$ cat src/rtl/rtx_pkg.sv
package rtx_pkg;

   typedef enum logic {
      RTX_NORMAL = 1'b0,
      RTX_ZERO   = 1'b1
   } rtx_lat_e;

   typedef enum logic [1:0] {
      OP_IDLE     = 2'd0,
      OP_READ     = 2'd1,
      OP_RTX_NORM = 2'd2,
      OP_RTX_ZERO = 2'd3
   } rd_op_e;

endpackage

$ cat src/rtl/rtx_mode_latch.sv
module rtx_mode_latch
   import rtx_pkg::*;
#(
   parameter bit ZL_ENABLE = 1'b1
) (
   input  logic     clk,
   input  logic     rst_n,
   input  logic     mode_n,
   output rtx_lat_e lat
);

   generate
      if (ZL_ENABLE) begin : g_latch
         rtx_lat_e lat_q;

         always_ff @(posedge clk) begin
            if (!rst_n) lat_q <= mode_n ? RTX_NORMAL : RTX_ZERO;
         end

         assign lat = lat_q;


         mode_hold_chk: assert property (@(posedge clk) disable iff (!rst_n)
            $past(rst_n) |-> $stable(lat_q));
      end else begin : g_fixed
         assign lat = RTX_NORMAL;
      end
   endgenerate

endmodule

$ cat src/rtl/rtx_op_decode.sv
module rtx_op_decode
   import rtx_pkg::*;
(
   input  logic     rtx_n,
   input  logic     rd_en,
   input  rtx_lat_e lat,
   input  logic     occ_zero,
   input  logic     stored_zero,
   output rd_op_e   op
);

   always_comb begin
      op = OP_IDLE;
      if (!rtx_n) begin
         if (lat == RTX_ZERO && !stored_zero) op = OP_RTX_ZERO;
         else                                 op = OP_RTX_NORM;
      end else if (rd_en && !occ_zero) begin
         op = OP_READ;
      end
   end

endmodule

$ cat src/rtl/rtx_rd_pointer.sv
module rtx_rd_pointer
   import rtx_pkg::*;
#(
   parameter int PTR_W = 5
) (
   input  logic             clk,
   input  logic             rst_n,
   input  rd_op_e           op,
   input  logic [PTR_W-1:0] wr_ptr,
   output logic [PTR_W-1:0] ptr,
   output logic [PTR_W-1:0] occ,
   output logic             occ_zero,
   output logic             stored_zero
);

   logic [PTR_W-1:0] ptr_q;

   always_ff @(posedge clk) begin
      if (!rst_n) begin
         ptr_q <= '0;
      end else begin
         unique case (op)
            OP_READ:     ptr_q <= ptr_q + PTR_W'(1);
            OP_RTX_NORM: ptr_q <= '0;
            OP_RTX_ZERO: ptr_q <= PTR_W'(1);
            default:     ptr_q <= ptr_q;
         endcase
      end
   end

   assign ptr         = ptr_q;
   assign occ         = wr_ptr - ptr_q;
   assign occ_zero    = (occ == '0);
   assign stored_zero = (wr_ptr == '0);


   ptr_reset_chk: assert property (@(posedge clk)
      !rst_n |=> ptr_q == '0);


   rewind_chk: assert property (@(posedge clk) disable iff (!rst_n)
      op == OP_RTX_NORM |=> ptr_q == '0);


   empty_hold_chk: assert property (@(posedge clk) disable iff (!rst_n)
      op == OP_IDLE |=> $stable(ptr_q));

endmodule

$ cat src/rtl/rtx_out_reg.sv
module rtx_out_reg
   import rtx_pkg::*;
#(
   parameter int DATA_W = 16
) (
   input  logic              clk,
   input  logic              rst_n,
   input  rd_op_e            op,
   input  logic [DATA_W-1:0] mem_rdata,
   output logic [DATA_W-1:0] dout
);

   logic [DATA_W-1:0] dout_q;
   logic              load;

   assign load = (op == OP_READ) || (op == OP_RTX_ZERO);

   always_ff @(posedge clk) begin
      if (!rst_n)    dout_q <= '0;
      else if (load) dout_q <= mem_rdata;
   end

   assign dout = dout_q;


   dout_reset_chk: assert property (@(posedge clk)
      !rst_n |=> dout_q == '0);


   norm_rtx_keep_chk: assert property (@(posedge clk) disable iff (!rst_n)
      op == OP_RTX_NORM |=> $stable(dout_q));

endmodule

$ cat src/rtl/rtx_read_ctrl.sv
module rtx_read_ctrl
   import rtx_pkg::*;
#(
   parameter int DATA_W    = 16,
   parameter int DEPTH     = 16,
   parameter bit ZL_ENABLE = 1'b1,
   localparam int ADDR_W   = $clog2(DEPTH),
   localparam int PTR_W    = ADDR_W + 1
) (
   input  logic              clk,
   input  logic              rst_n,
   input  logic              rtx_mode_n,
   input  logic              rd_en,
   input  logic              rtx_n,
   input  logic [PTR_W-1:0]  wr_ptr,
   input  logic [DATA_W-1:0] mem_rdata,
   output logic [ADDR_W-1:0] mem_addr,
   output logic [DATA_W-1:0] dout,
   output logic [PTR_W-1:0]  occupancy
);

   generate
      if (DEPTH < 2 || (DEPTH & (DEPTH - 1)) != 0) begin : g_bad_depth
         $error("rtx_read_ctrl: DEPTH must be a power of two >= 2");
      end
      if (DATA_W < 1) begin : g_bad_width
         $error("rtx_read_ctrl: DATA_W must be positive");
      end
   endgenerate

   rtx_lat_e         lat;
   rd_op_e           op;
   logic [PTR_W-1:0] ptr;
   logic             occ_zero;
   logic             stored_zero;

   rtx_mode_latch #(.ZL_ENABLE(ZL_ENABLE)) u_mode (
      .clk    (clk),
      .rst_n  (rst_n),
      .mode_n (rtx_mode_n),
      .lat    (lat)
   );

   rtx_op_decode u_dec (
      .rtx_n       (rtx_n),
      .rd_en       (rd_en),
      .lat         (lat),
      .occ_zero    (occ_zero),
      .stored_zero (stored_zero),
      .op          (op)
   );

   rtx_rd_pointer #(.PTR_W(PTR_W)) u_ptr (
      .clk         (clk),
      .rst_n       (rst_n),
      .op          (op),
      .wr_ptr      (wr_ptr),
      .ptr         (ptr),
      .occ         (occupancy),
      .occ_zero    (occ_zero),
      .stored_zero (stored_zero)
   );

   rtx_out_reg #(.DATA_W(DATA_W)) u_out (
      .clk       (clk),
      .rst_n     (rst_n),
      .op        (op),
      .mem_rdata (mem_rdata),
      .dout      (dout)
   );

   // A zero-latency rewind reads location zero on the requesting edge
   assign mem_addr = (op == OP_RTX_ZERO) ? '0 : ptr[ADDR_W-1:0];


   read_adv_chk: assert property (@(posedge clk) disable iff (!rst_n)
      (rtx_n && rd_en && occupancy != '0) |=> ptr == $past(ptr) + PTR_W'(1));


   zl_load_chk: assert property (@(posedge clk) disable iff (!rst_n)
      (!rtx_n && lat == RTX_ZERO && wr_ptr != '0)
         |=> (dout == $past(mem_rdata)) && (ptr == PTR_W'(1)));


   rtx_first_chk: assert property (@(posedge clk) disable iff (!rst_n)
      (!rtx_n && rd_en && lat == RTX_NORMAL) |=> ptr == '0);


   empty_read_chk: assert property (@(posedge clk) disable iff (!rst_n)
      (rtx_n && occupancy == '0) |=> $stable(dout));

endmodule

$ cat config.mk
export PLATFORM = sky130hd
export DESIGN_NAME = rtx_read_ctrl
export DESIGN_NICKNAME = d
export VERILOG_FILES = /design/src/rtl/rtx_pkg.sv /design/src/rtl/rtx_mode_latch.sv /design/src/rtl/rtx_op_decode.sv /design/src/rtl/rtx_rd_pointer.sv /design/src/rtl/rtx_out_reg.sv /design/src/rtl/rtx_read_ctrl.sv
export SDC_FILE = /design/constraint.sdc
export NUM_CORES = 1
export LEC_CHECK = 0
export BUFFER_PORTS_ARGS = -buffer_cell sky130_fd_sc_hd__buf_2
export CORE_UTILIZATION = 47
export DETAILED_ROUTE_END_ITERATION = 8
export GPL_ROUTABILITY_DRIVEN = 0
export PLACE_DENSITY = 0.79
export SLEW_MARGIN = 20
export SYNTH_ARGS = -nofsm -noshare
export SYNTH_HDL_FRONTEND = slang
export SYNTH_SLANG_ARGS = --single-unit
$ cat constraint.sdc
create_clock -name clk -period 3.1 [get_ports clk]
set_input_delay 0.62 -clock clk [delete_from_list [all_inputs] [get_ports clk]]
set_output_delay 0.62 -clock clk [all_outputs]
set_load 0.005 [all_outputs]
# --- After elaboration in Yosys (flattened, before gate mapping) ---
# Index checks and enable logic that the tools add are counted.
word_totals:
  register_bits: 22
  inputBits: 26
  out_inout_bits: 25
  word_cells: 22
op_classes:
  n_addsub: 2
  eq_ne: 3
  muxes: 6
  n_reduce_logical: 8
ops:
  columns: ["cell", "n"]
  rows:
  - ["one-hot mux 5 bit (3 select lines)", 1]
  - ["logical NOT 5 bit", 2]
  - ["adder 5 x 1 -> 5 bit, second input constant", 1]
  - ["subtractor 5 bit", 1]
  - ["== test 2 bit, second input constant", 2]
  - ["two-way mux 4 bit", 1]
  - ["two-way mux 1 bit", 3]
  - ["nonzero test 3 bit", 1]
  - ["== test 2 x 1 -> 1 bit, second input constant", 1]
  - ["logical AND 1 bit", 2]
  - ["logical NOT 1 bit", 2]
  - ["two-way mux 2 bit", 1]
  - ["logical OR 1 bit", 1]

# --- Logic depth before layout (Yosys ltp) ---
logic_depth:
  depth_word: 8
  depth_mapped: 10
  ltp_nobuf: 9

# --- Cells and area by module ---
# Synthesis repeated with hierarchy kept, for this count alone.
unflattened:
  cells_unflattened: 109
  hier_area_um2: 1117.3
by_module_without_submodules:
  columns: ["module", "instances", "cells_each", "area_per_inst_um2"]
  rows:
  - ["rtx_out_reg", 1, 51, 615.6]
  - ["rtx_rd_pointer", 1, 47, 406.6]
  - ["rtx_mode_latch", 1, 3, 37.5]
  - ["rtx_read_ctrl", 1, 4, 30.0]
  - ["rtx_op_decode", 1, 4, 27.5]

# --- Worst setup path after synthesis ---
# No wires, ideal clock.
synth_timing:
  path_type: "in2reg"
  start: "in wr_ptr[0]"
  end: "reg u_out.dout_q[0] (netlist: u_out.dout[0])"
  setup_time_ns: 0.072
  t_arrival_ns: 2.649
  setup_slack_ns: 0.379
  stages: 10
  cell_sequence: "inv_1 -> ha_1 -> inv_1 -> fa_1 -> nand3b_1 -> a211oi_2 -> o22ai_4 -> a31oi_4 -> buf_6 -> mux2i_1"
synth_between:
  elab_chain_len: 8
synth_lines:
  columns: ["element", "line_no", "rtl"]
  rows:
  - ["from (decl)", "rtx_read_ctrl.sv:15", "input logic [PTR_W-1:0] wr_ptr,"]
  - ["subtractor 5 bit *", "rtx_rd_pointer.sv:32", "assign occ = wr_ptr - ptr_q;"]
  - ["net occupancy[1]", "rtx_read_ctrl.sv:19", "output logic [PTR_W-1:0] occupancy"]
  - ["logical NOT 5 bit *", "rtx_rd_pointer.sv:33", "assign occ_zero = (occ == '0);"]
  - ["logical NOT 1 bit *", "rtx_op_decode.sv:17", "end else if (rd_en && !occ_zero) begin"]
  - ["logical AND 1 bit *", "rtx_op_decode.sv:17", null]
  - ["two-way mux 1 bit *", "rtx_op_decode.sv:17", null]
  - ["two-way mux 2 bit *", "rtx_op_decode.sv:14", "if (!rtx_n) begin"]
  - ["== test 2 x 1 -> 1 bit or == test 2 bit (tied branches)", "rtx_out_reg.sv:16", "assign load = (op == OP_READ) || (op == OP_RTX_ZERO);"]
  - ["logical OR 1 bit *", "rtx_out_reg.sv:16", null]
  - ["to (signal assigned)", "rtx_out_reg.sv:20", "else if (load) dout_q <= mem_rdata;"]
  - ["to (decl)", "rtx_out_reg.sv:13", "logic [DATA_W-1:0] dout_q;"]
# Mark *: on every way through the listed nets, which the timed path passes. The rest lies on a longest branch.
# A chain may end at the register's enable or synchronous reset.

# --- Worst setup path after layout ---
layout_timing:
  start: "reg u_ptr.ptr_q[0] (netlist: u_ptr.ptr[0])"
  end: "out occupancy[4]"
layout_between:
  elab_chain_len: 1
layout_lines:
  columns: ["element", "line_no", "rtl"]
  rows:
  - ["from (decl)", "rtx_rd_pointer.sv:16", "logic [PTR_W-1:0] ptr_q;"]
  - ["from (signal assigned)", "rtx_rd_pointer.sv:23", "OP_READ: ptr_q <= ptr_q + PTR_W'(1);"]
  - ["from (signal assigned)", "rtx_rd_pointer.sv:26", "default: ptr_q <= ptr_q;"]
  - ["subtractor 5 bit", "rtx_rd_pointer.sv:32", null]
  - ["to (decl)", "rtx_read_ctrl.sv:19", null]
# Every way passes these cells.

==> impl_table.tex <==
\begin{tabular}{lr}
\hline
Metric & Value \\
\hline
\multicolumn{2}{l}{\textbf{Die}} \\
Die footprint & between 0.002 and 0.003 mm² \\
Vertical die dimension & 52.63 µm \\
Row count & 17 \\
Count of pins on the block boundary & 51 \\
Core area & 0.002318 mm² \\
X dimension of the die & approximately 53 µm \\
Starting density of the core & 51.97\% \\
\multicolumn{2}{l}{\textbf{Global routing}} \\
All-layer global routing usage & a little over a fifth \\
Vias in the first global route & 1034 \\
Number of antenna violations at the first check in global routing & 0 \\
Overflow left after global routing & 0 \\
Global-route wire length before repair & 4271 µm \\
Pin count of the biggest net entering global routing & 37 \\
\multicolumn{2}{l}{\textbf{Clocking}} \\
Cts-stage hold buffer count & 0 \\
Clock buffer count from CTS & 3 \\
Clock insertion delay at the later pin of the skew report & 0.31 ns \\
CTS tree & done \\
Post-cts resize count & 0 \\
Longest Clk Path Bufs & 2 \\
Clock slew at reported path FFs & 0.12 ns \\
Clock root buffer & clkbuf\_4 \\
Sink count of the clock tree & 22 \\
Post-CTS repair timing setup buffer count & 0 \\
H-tree depth reported by CTS & 1 \\
\multicolumn{2}{l}{\textbf{Timing}} \\
Final setup viols & 0 \\
Final number of max-transition violations & 0 \\
Final Critical Period & 2.584 ns \\
Slew Limit Headroom & 62.68\% \\
Unrepaired setup endpoints after global routing & false \\
Worst clock skew on the final layout & 0.004605 ns \\
Final Hold Vio Count & 0 \\
F\_max & 0.3870 GHz \\
Worst Tran Pin Value & 0.5598 ns \\
Share of the clock period used by the worst path & 83.36\% \\
Summed negative setup slack over all endpoints & 0 ns \\
\multicolumn{2}{l}{\textbf{Critical path}} \\
Critical Path AT & 1.96 ns \\
Crit Path Max Fanout & 7 \\
Crit end category & output port \\
Path type of the worst setup path & reg2out \\
Worst endpoint required time & 2.48 ns \\
Startpoint types & flip-flop \\
\multicolumn{2}{l}{\textbf{Synth}} \\
Number of synthesized register bits & 22 \\
Cell count after synthesis & 137 \\
Sequential element share of the synthesized area & 37.38\% \\
Dominant cells by area after synthesis & dfxtp\_1 35\%, mux2i\_1 14\%, nand2\_1 12\% \\
Cell taking the most area after synthesis & dfxtp\_1 \\
Synth warnings & 0 \\
Net count of the mapped netlist & around 170 \\
Post-Syn Area per Cell & roughly 8.8 µm² \\
Post-Synthesis Cell Area & 0.001205 mm² \\
Area share of the largest cell type after synthesis & a little over a third \\
Synth cell types & 31 \\
\multicolumn{2}{l}{\textbf{Power and ir drop}} \\
Worst vdd ir & 251.2 µV \\
Relative contribution of sequential cells to total power & 49.0\% \\
Combinational Power Share & 21.6\% \\
Switching share of total power & between 20\% and 30\% \\
Switching power & 172.1 µW \\
Cell-internal power & 469.9 µW \\
Clock power frac & 29.4\% \\
Leakage power & 0.7902 nW \\
Power Dens Cells & approximately 420 mW/mm² \\
\multicolumn{2}{l}{\textbf{Layout}} \\
Ratio of cells with drive above 1 in the final layout & approximately 33\% \\
\# diodes & 0 \\
Number of inserted filler cells in the final layout & 193 \\
Final Util & 65.84\% \\
Layout Nets & 219 \\
Final cell count without fillers & 214 \\
Layout-stage area growth over the synthesis result & 26.69\% \\
\multicolumn{2}{l}{\textbf{Worst hold path}} \\
HP Class & reg2reg \\
\multicolumn{2}{l}{\textbf{Status}} \\
Outcome & complete, no violations \\
\multicolumn{2}{l}{\textbf{Run}} \\
Max Cap Viol & 0 \\
\multicolumn{2}{l}{\textbf{Drt}} \\
Overall routed net length & about 2700 µm \\
DR vias/cell & 5.285 \\
\# DRC & 0 \\
Final antenna-violating net count & 0 \\
Number of detailed-routing iterations run before antenna repair & 4 \\
Total via count after detailed routing & 1131 \\
First DRT Iteration DRCs & 23 \\
Wirelength per Cell & 12.59 µm \\
\multicolumn{2}{l}{\textbf{Placed design}} \\
DP Wirelength & roughly 2100 µm \\
Cell Count Post-Placement & 210 \\
Number of buffers added on ports & 50 \\
\hline
\end{tabular}
## flip-flops by register name, indices dropped and copies added, names as in the netlist
name        flops
u_out.dout     16
u_ptr.ptr       5
u_mode.lat      1
## critical path, stage by stage (launching register included)
cell and delay (ns):
dfxtp_1 0.45, ha_1 0.21, inv_1 0.05, fa_1 0.41, nand3_1 0.13, and3_1 0.22
nor2_1 0.05, buf_2 0.13
## worst paths after layout
kind	from	end	slack (ns)	depth (start not counted)
setup reg to reg	u_ptr.ptr[0]	u_out.dout[11]	0.58	9
setup / recovery	u_ptr.ptr[0]	occupancy[4]	0.52	7
hold reg to reg	u_out.dout[7]	u_out.dout[7]	0.47	2
hold / removal	u_out.dout[7]	u_out.dout[7]	0.47	2
## power groups by stage
stage / sequential, mW / clock [mW] / combinational (mW)
after floorplan: 0.321 / 0 / 0.0802
after global placement: 0.320 / 0 / 0.133
after detailed placement: 0.320 / 0 / 0.139
after CTS: 0.314 / 0.194 / 0.139
after global routing: 0.317 / 0.206 / 0.152
final: 0.314 / 0.189 / 0.139
## layer usage
layer  GRT usage (%)  vias to the layer above  wire length [µm]
li1                -                      562                 -
met2           35.65                       34              1339
met3           4.058                        6               130
met1           25.75                      529              1189
met5               0                        -                 0
met4           9.211                        0                35
## cells in the mapped netlist (all sizes together)
| cell | n |
|---|---|
| a21oi | 6 |
| nand3 | 3 |
| nand4b | 1 |
| a31o | 2 |
| and3 | 2 |
| ha | 5 |
| a211oi | 2 |
| nor2 | 6 |
| mux2i | 17 |
| o21ai | 1 |
| clkbuf | 4 |
| xor2 | 3 |
| nand4 | 2 |
| a41o | 1 |
| fa | 1 |
| and4b | 1 |
| edfxtp | 1 |
| inv | 10 |
| nor2b | 1 |
| nor3b | 2 |
| a31oi | 1 |
| nand3b | 2 |
| or4 | 1 |
| buf | 2 |
| o22ai | 1 |
| nand2 | 37 |
| dfxtp | 21 |
| o211ai | 1 |
## per-stage QoR
stage / hold slack [ns] / area, µm² / total power [mW] / setup WS (ns)
2_1_floorplan: 0.4517 / 1205 / 0.4013 / 0.3790
5_1_grt: 0.4860 / 1526 / 0.6745 / 0.3695
6_report: 0.4702 / 1526 / 0.6420 / 0.5159
3_3_place_gp: 0.4428 / 1479 / 0.4529 / 0.3924
3_5_place_dp: 0.4533 / 1479 / 0.4590 / 0.2849
4_1_cts: 0.4761 / 1526 / 0.6473 / 0.5076
## cell type report
type / instances / area (µm²) / share of cell area, %
Multi-Input combinational cell: 99 / 685.7 / 44.92
Sequential cell: 22 / 450.4 / 29.51
Timing Repair Buffer: 51 / 270.3 / 17.70
Clock buffer: 4 / 47.55 / 3.115
Inverter: 10 / 37.54 / 2.459
Tap cell: 28 / 35.03 / 2.295
## cells in the final DEF (no fill, tap or decap), types with 2 or more instances in the layout
master,count
a21oi_1,6
nand4_1,2
nand2_1,37
xor2_1,2
a31o_2,2
buf_2,50
nand3_1,3
nand3b_1,2
inv_1,10
ha_1,5
nor3b_1,2
dfxtp_1,21
clkbuf_4,3
mux2i_1,17
and3_1,2
nor2_1,6
## cells by family after synthesis
group	after synthesis	share of synthesized area, %
AOI/OAI and AO/OA	15	10.90
xor gates and xnor gates	3	2.804
adders and majority gates	6	6.854
buffers and inverters	16	5.711
DFF	22	37.38
muxes	17	14.12
and+or+nand+nor	58	22.22
Note: power is estimated with default switching activity, not from simulation.
